### src/rtl/card_window_pkg.sv
package card_window_pkg;
  localparam int BYTE_W    = 8;
  localparam int REG_AW    = 4;
  localparam int NUM_BANKS = 4;
  localparam int NUM_HDLC  = 2;

  localparam int OFS_STAT = 2;
  localparam int OFS_CFG  = 3;
  localparam int OFS_IDX  = 4;

  localparam int CTL_RST  = 0;
  localparam int CTL_TDIS = 1;
  localparam int CTL_TCLR = 2;
  localparam int CTL_IEN  = 3;

  localparam logic [BYTE_W-1:0] CFG_KEEP_MASK = 8'h8F;

  typedef enum logic [2:0] {
    TGT_CH1  = 3'd0,
    TGT_CH2  = 3'd1,
    TGT_LOW  = 3'd2,
    TGT_HIGH = 3'd3,
    TGT_FIFO = 3'd4,
    TGT_NONE = 3'd7
  } win_tgt_e;

  function automatic win_tgt_e decode_index(input logic [BYTE_W-1:0] code);
    case (code)
      8'h00:   return TGT_CH1;
      8'h01:   return TGT_CH2;
      8'h02:   return TGT_FIFO;
      8'h04:   return TGT_LOW;
      8'h06:   return TGT_HIGH;
      default: return TGT_NONE;
    endcase
  endfunction
endpackage

### src/rtl/card_window_bank.sv
module card_window_bank #(
  parameter int DW = 8,
  parameter int AW = 4
) (
  input  logic          clk_i,
  input  logic          clr_i,
  input  logic          we_i,
  input  logic [AW-1:0] addr_i,
  input  logic [DW-1:0] wdata_i,
  output logic [DW-1:0] rdata_o
);
  localparam int DEPTH = 1 << AW;

  logic [DW-1:0] mem_q [DEPTH];

  always_ff @(posedge clk_i) begin
    if (clr_i) begin
      for (int i = 0; i < DEPTH; i++) mem_q[i] <= '0;
    end else if (we_i) begin
      mem_q[addr_i] <= wdata_i;
    end
  end

  assign rdata_o = mem_q[addr_i];
endmodule

### src/rtl/card_window_fifo.sv
module card_window_fifo #(
  parameter int DW    = 8,
  parameter int DEPTH = 8
) (
  input  logic          clk_i,
  input  logic          clr_i,
  input  logic          push_i,
  input  logic          pop_i,
  input  logic [DW-1:0] wdata_i,
  output logic [DW-1:0] rdata_o,
  output logic          empty_o
);
  localparam int PW = (DEPTH > 1) ? $clog2(DEPTH) : 1;
  localparam int CW = $clog2(DEPTH + 1);

  logic [DW-1:0] mem_q [DEPTH];
  logic [PW-1:0] wr_ptr_q, rd_ptr_q;
  logic [CW-1:0] cnt_q;
  logic          push_ok, pop_ok;

  assign push_ok = push_i && (cnt_q != CW'(DEPTH));
  assign pop_ok  = pop_i && (cnt_q != '0);

  function automatic logic [PW-1:0] wrap_inc(input logic [PW-1:0] p);
    return (p == PW'(DEPTH - 1)) ? '0 : p + 1'b1;
  endfunction

  always_ff @(posedge clk_i) begin
    if (push_ok && !clr_i) mem_q[wr_ptr_q] <= wdata_i;
  end

  always_ff @(posedge clk_i) begin
    if (clr_i) begin
      wr_ptr_q <= '0;
      rd_ptr_q <= '0;
      cnt_q    <= '0;
    end else begin
      if (push_ok) wr_ptr_q <= wrap_inc(wr_ptr_q);
      if (pop_ok)  rd_ptr_q <= wrap_inc(rd_ptr_q);
      if (push_ok && !pop_ok)      cnt_q <= cnt_q + 1'b1;
      else if (pop_ok && !push_ok) cnt_q <= cnt_q - 1'b1;
    end
  end

  assign rdata_o = mem_q[rd_ptr_q];
  assign empty_o = (cnt_q == '0);
endmodule

### src/rtl/card_window_timer.sv
module card_window_timer #(
  parameter int PERIOD = 1000
) (
  input  logic clk_i,
  input  logic rst_i,
  input  logic clear_i,
  input  logic hold_i,
  output logic req_o
);
  localparam int CW = (PERIOD > 1) ? $clog2(PERIOD) : 1;

  logic [CW-1:0] cnt_q;

  always_ff @(posedge clk_i) begin
    if (rst_i || clear_i) begin
      cnt_q <= '0;
      req_o <= 1'b0;
    end else if (!hold_i) begin
      if (cnt_q == CW'(PERIOD - 1)) begin
        cnt_q <= '0;
        req_o <= 1'b1;
      end else begin
        cnt_q <= cnt_q + 1'b1;
      end
    end
  end
endmodule

### src/rtl/card_window_ctl.sv
module card_window_ctl
  import card_window_pkg::*;
#(
  parameter int ADDR_W       = 5,
  parameter int FIFO_DEPTH   = 8,
  parameter int TIMER_PERIOD = 1000
) (
  input  logic                clk_i,
  input  logic                rst_i,
  input  logic [ADDR_W-1:0]   bus_addr_i,
  input  logic                bus_wr_i,
  input  logic                bus_rd_i,
  input  logic [BYTE_W-1:0]   bus_wdata_i,
  output logic [BYTE_W-1:0]   bus_rdata_o,
  input  logic                li_req_i,
  input  logic [NUM_HDLC-1:0] hdlc_req_i,
  output logic                irq_o,
  output logic [3:0]          irq_sel_o,
  output logic                serial_en_o,
  output logic                unit_rst_o
);
  localparam logic [ADDR_W-1:0] WIN_BASE = ADDR_W'(16);

  logic [3:0]        ctrl_q;
  logic [BYTE_W-1:0] cfg_q, idx_q, rd_next;
  win_tgt_e          tgt;
  logic [2:0]        tgt_code;
  logic              win_hit, card_rst, unit_clr, win_wr;
  logic              wr_stat, wr_cfg, wr_idx, timer_clr, timer_req;
  logic              fifo_push, fifo_pop, fifo_empty, any_req;
  logic [REG_AW-1:0] reg_sel;
  logic [BYTE_W-1:0] bank_rd [NUM_BANKS];
  logic [BYTE_W-1:0] fifo_rd, status_byte;
  logic              unused_ctrl;

  assign tgt      = decode_index(idx_q);
  assign tgt_code = tgt;
  assign win_hit  = bus_addr_i[ADDR_W-1:REG_AW] == WIN_BASE[ADDR_W-1:REG_AW];
  assign reg_sel  = bus_addr_i[REG_AW-1:0];
  assign card_rst = ctrl_q[CTL_RST];
  assign unit_clr = rst_i || card_rst;
  assign win_wr   = bus_wr_i && win_hit && !card_rst;

  assign wr_stat   = bus_wr_i && (bus_addr_i == ADDR_W'(OFS_STAT));
  assign wr_cfg    = bus_wr_i && (bus_addr_i == ADDR_W'(OFS_CFG));
  assign wr_idx    = bus_wr_i && (bus_addr_i == ADDR_W'(OFS_IDX));
  assign timer_clr = wr_stat && bus_wdata_i[CTL_TCLR];

  assign fifo_push = win_wr && (tgt == TGT_FIFO);
  assign fifo_pop  = bus_rd_i && win_hit && (tgt == TGT_FIFO);

  card_window_timer #(.PERIOD(TIMER_PERIOD)) u_timer (
    .clk_i   (clk_i),
    .rst_i   (rst_i),
    .clear_i (timer_clr),
    .hold_i  (ctrl_q[CTL_TDIS]),
    .req_o   (timer_req)
  );

  for (genvar g = 0; g < NUM_BANKS; g++) begin : g_bank
    card_window_bank #(.DW(BYTE_W), .AW(REG_AW)) u_bank (
      .clk_i   (clk_i),
      .clr_i   (unit_clr),
      .we_i    (win_wr && (tgt_code == 3'(g))),
      .addr_i  (reg_sel),
      .wdata_i (bus_wdata_i),
      .rdata_o (bank_rd[g])
    );
  end

  card_window_fifo #(.DW(BYTE_W), .DEPTH(FIFO_DEPTH)) u_fifo (
    .clk_i   (clk_i),
    .clr_i   (unit_clr),
    .push_i  (fifo_push),
    .pop_i   (fifo_pop),
    .wdata_i (bus_wdata_i),
    .rdata_o (fifo_rd),
    .empty_o (fifo_empty)
  );

  assign any_req     = li_req_i || (|hdlc_req_i) || timer_req;
  assign status_byte = {5'b0, ~timer_req, ~(|hdlc_req_i), ~li_req_i};

  always_comb begin
    rd_next = '0;
    if (win_hit) begin
      case (tgt)
        TGT_CH1, TGT_CH2, TGT_LOW, TGT_HIGH: rd_next = bank_rd[tgt_code[1:0]];
        TGT_FIFO: rd_next = fifo_empty ? '0 : fifo_rd;
        default:  rd_next = '0;
      endcase
    end else if (bus_addr_i == ADDR_W'(OFS_STAT)) begin
      rd_next = status_byte;
    end else if (bus_addr_i == ADDR_W'(OFS_CFG)) begin
      rd_next = cfg_q;
    end else if (bus_addr_i == ADDR_W'(OFS_IDX)) begin
      rd_next = idx_q;
    end
  end

  always_ff @(posedge clk_i) begin
    if (rst_i) begin
      ctrl_q      <= '0;
      cfg_q       <= '0;
      idx_q       <= '0;
      bus_rdata_o <= '0;
      irq_o       <= 1'b0;
    end else begin
      bus_rdata_o <= bus_rd_i ? rd_next : '0;
      irq_o       <= ctrl_q[CTL_IEN] && any_req;
      if (wr_stat) ctrl_q <= bus_wdata_i[3:0];
      if (wr_cfg)  cfg_q  <= bus_wdata_i & CFG_KEEP_MASK;
      if (wr_idx)  idx_q  <= bus_wdata_i;
    end
  end

  assign irq_sel_o   = cfg_q[3:0];
  assign serial_en_o = cfg_q[7];
  assign unit_rst_o  = card_rst;
  assign unused_ctrl = ctrl_q[CTL_TCLR];
endmodule

### config.mk
export PLATFORM = sky130hd
export DESIGN_NAME = card_window_ctl
export DESIGN_NICKNAME = d
export VERILOG_FILES = /design/src/rtl/card_window_pkg.sv /design/src/rtl/card_window_bank.sv /design/src/rtl/card_window_fifo.sv /design/src/rtl/card_window_timer.sv /design/src/rtl/card_window_ctl.sv
export SDC_FILE = /design/constraint.sdc
export NUM_CORES = 1
export LEC_CHECK = 0
export BUFFER_PORTS_ARGS = -buffer_cell sky130_fd_sc_hd__buf_4
export CAP_MARGIN = 20
export CELL_PAD_IN_SITES_DETAIL_PLACEMENT = 1
export CELL_PAD_IN_SITES_GLOBAL_PLACEMENT = 1
export CORE_MARGIN = 4
export CORE_UTILIZATION = 35
export DETAILED_ROUTE_END_ITERATION = 12
export PLACE_DENSITY = 0.65
export SLEW_MARGIN = 15
export SYNTH_ARGS = -nofsm -noshare
export SYNTH_HDL_FRONTEND = slang
export SYNTH_SLANG_ARGS = --single-unit
### constraint.sdc
create_clock -name clk_i -period 2.6 [get_ports clk_i]
set_input_delay 0.52 -clock clk_i [delete_from_list [all_inputs] [get_ports clk_i]]
set_output_delay 0.52 -clock clk_i [all_outputs]
set_load 0.05 [all_outputs]
==> metrics.txt <==
setup TNS 0 ns; chip width 294.8 um; status complete, no violations; ys flop type edfxtp_1; CTS sink count 625; Die Ht 294.8 um; fmax 395.8 MHz; CTS Buffer Depth 3; Adder-Cell Fraction of Synth Area 0.004519; Synth cell types 62; Setup crit end kind flop; # setup viols final 0; Core Box Area 0.08107 mm2; dpl hpwl 61040 um; layout cell share with drive strength beyond 1 0.2849; Final Critical Period 2.527 ns; initial antenna violation count 2; wire per inst 27.87 um; min-delay src hdlc_req_i[0]; Setup crit start idx_q[5]; Post-synth ARST share 0; fin. max-slew vios 0; placed cell area 0.03242 mm2; Pwr Density 667.5 mW/mm2; drt pass-1 iters 5; post-synthesis compound-gate area fraction 0.02759; DRT antenna net count 0; Synth Register Bits 625; Mapped Area 0.02880 mm2; drt drc 0; Synth Warn # 0; fin crit share 0.9718; WS Path Type reg -> reg; RSZ-0062 raised after global routing yes; Ports 35; Worst Path Max Fanout 3; mean post-synth cell area 13.95 um2; Layout Cells excl Fill 3339; die area 0.08693 mm2; nets@finish 2251; skew final 0.03194 ns; GRT Overall Usage 0.2113; hold_buf cts 0; placer congestion estimate 0.9207; WHS 0.2571 ns; fill cell count 8078; clock insertion delay at the later pin of the skew report 0.62 ns; root buffer cell clkbuf_16; Syn Nets 2093; Worst setup SP type flop; Initial Utilization 0.3552; worst r2r src idx_q[5]; Hold Path Class in -> reg; Placed Cells 3201; vias per cell 5.736; largest net degree at the start of global routing 76; maxcap violations 0; via count 19150; CTS tree built; mux share of post-synthesis cell area 0.1266; clock transition at the registers of the reported paths 0.06 ns; sequential element share of the synthesized area 0.6347; Req. time, crit path 3.14 ns; H-tree levels 3; Core Rows 104; Synth Instances 2064; 1st-iter DRT viols 1924; Final Hold Viols 0; total wire length 93050 um; Synth Area in XOR/XNOR 0.003650; DP Worst Slack -0.3121 ns; wire length of the first global-routing pass 136800 um; vias in the first global route 19990; Slew HR 0.3724; largest family of logic cells by synthesized area simple AND/OR/NAND/NOR gates; total gr overflow 0; WP data arrival 3.07 ns; Worst-Margin Slew 0.9414 ns; Finished Cell Area 0.03511 mm2; Num CTS Buffers 70; Pleak 0.01455 uW; Post-synth EDFFs 576; Synth Area in Simple Gates 0.1667; Area Overhead vs Synth 21.93%; worst setup margin 0.07327 ns; Port Buffers 34; Peak VDD IR 0.4085 mV
## per-layer routing
layer / GRT usage / vias to the layer above / part of all wire
li1: - / 8253 / -
met1: 0.2801 / 10070 / 0.41
met2: 0.3583 / 682 / 0.49
met3: 0.03926 / 146 / 0.069
met4: 0.05690 / 2 / 0.025
met5: 0 / - / 0.00013
## registers in the layout, summed over array words and instances (netlist names), named ones only
signal and cells:
u_fifo.wr_ptr_q 3, u_fifo.rd_ptr_q 3, idx_q 8, bus_rdata_o 8
irq_o 1, cfg_q 5, u_fifo.cnt_q 4, u_fifo.mem_q 64
u_timer.req_o 1, ctrl_q 3, u_timer.cnt_q 10, g_bank.u_bank.mem_q 512
## repair_timing
action,CTS,global route
gates resized for setup,15,32
gates cloned,0,3
setup buffers,0,6
setup endpoints to repair,6,418
pin swaps,2,6
## metrics by stage
stage / total power, uW / util
2_1_floorplan: 12410 / -
3_3_place_gp: 13390 / 0.4000
3_5_place_dp: 13440 / 0.4000
4_1_cts: 23600 / 0.4297
5_1_grt: 24140 / 0.4331
6_report: 23440 / 0.4331
## synth_stat cells (3+ instances only)
library cell,number,area (um2)
nor3_2,3,30.03
a31oi_1,9,56.30
clkbuf_1,182,683.2
nor2_1,54,202.7
ha_1,8,100.1
buf_2,36,180.2
and3_1,516,3228
buf_1,4,15.01
nand2b_1,11,68.82
or3_1,9,56.30
nor2b_1,16,100.1
a2111oi_0,3,26.28
nor3_1,14,70.07
xnor2_1,6,52.55
o22ai_1,12,75.07
or2_2,3,18.77
nor3b_1,4,30.03
buf_4,15,112.6
nor4_1,7,43.79
nand4_1,5,31.28
inv_1,5,18.77
buf_6,3,33.78
and2_1,4,25.02
a21oi_1,32,160.2
xor2_1,6,52.55
nand3_1,34,170.2
mux2_2,13,146.4
dfxtp_1,49,980.9
o21ai_0,19,95.09
o311ai_0,4,35.03
mux4_2,134,3018
mux2i_1,48,480.5
a22oi_1,19,142.6
a211oi_1,3,22.52
edfxtp_1,576,17300
nand2_1,166,623.1
## path summary, 6_finish.rpt
path	depth (start not counted)	endpoint	slack, ns
setup / recovery	12	u_fifo.cnt_q[3]	0.07
hold / removal	3	irq_o	0.26
setup reg to reg	12	u_fifo.cnt_q[3]	0.07
hold reg to reg	1	irq_o	0.48
## cells by family after synthesis
logic type,count (synthesis)
AO/OA/AOI/OAI,122
XOR/XNOR,12
adder cells (fa/ha/maj),10
buffers and inverters,245
flip-flops,625
multiplexers,195
AND/OR/NAND/NOR,855
## final cells by class
type                    instances  area, um2  share of cell area
repair buffers                326       3318             0.09450
clock inverters                42      467.9             0.01333
inverters                       5      21.27           0.0006058
well taps                    1060       1326             0.03777
clock buffers                  86       1884             0.05367
flip-flops and latches        625      18280              0.5206
diodes                          1      2.502          0.00007127
multi-input cells            1194       9812              0.2794
## where the power goes
| part | internal, uW | switching [uW] | total [uW] |
|---|---|---|---|
| clock | 6000 | 4190 | 10200 |
| sequential | 11300 | 118 | 11400 |
| combinational | 742 | 1140 | 1880 |
| total | 18000 | 5440 | 23400 |
## worst max-delay path, cell delays in order, from the launching register on
cell	delay, ns
dfxtp_2	0.33
nor4_4	0.30
and3_4	0.24
nand3_4	0.07
or2_4	0.26
ha_4	0.18
inv_4	0.07
ha_4	0.19
a21o_1	0.17
a21oi_2	0.14
xnor2_1	0.08
or3_1	0.33
a21oi_2	0.11
## layout by cell type (no fill, tap or decap), types with 7 or more instances in the layout
master and instances:
mux2i_1 48, edfxtp_1 576, mux4_2 134, a22oi_1 19, a21oi_1 30, bufinv_16 8, buf_4 255, clkbuf_1 11
nor2b_1 16, clkinv_1 14, nor3_1 8, or3_1 7, nand2b_1 11, clkinv_2 12, o21ai_0 16, nand3_1 31
nand2_4 11, buf_12 64, and3_1 514, a31oi_1 9, clkbuf_16 75, nand2_1 151, mux2_2 13, nor2_1 38
dfxtp_1 47, o22ai_1 9, nor2_2 14
No activity file was read; power rests on OpenSTA's default activity.
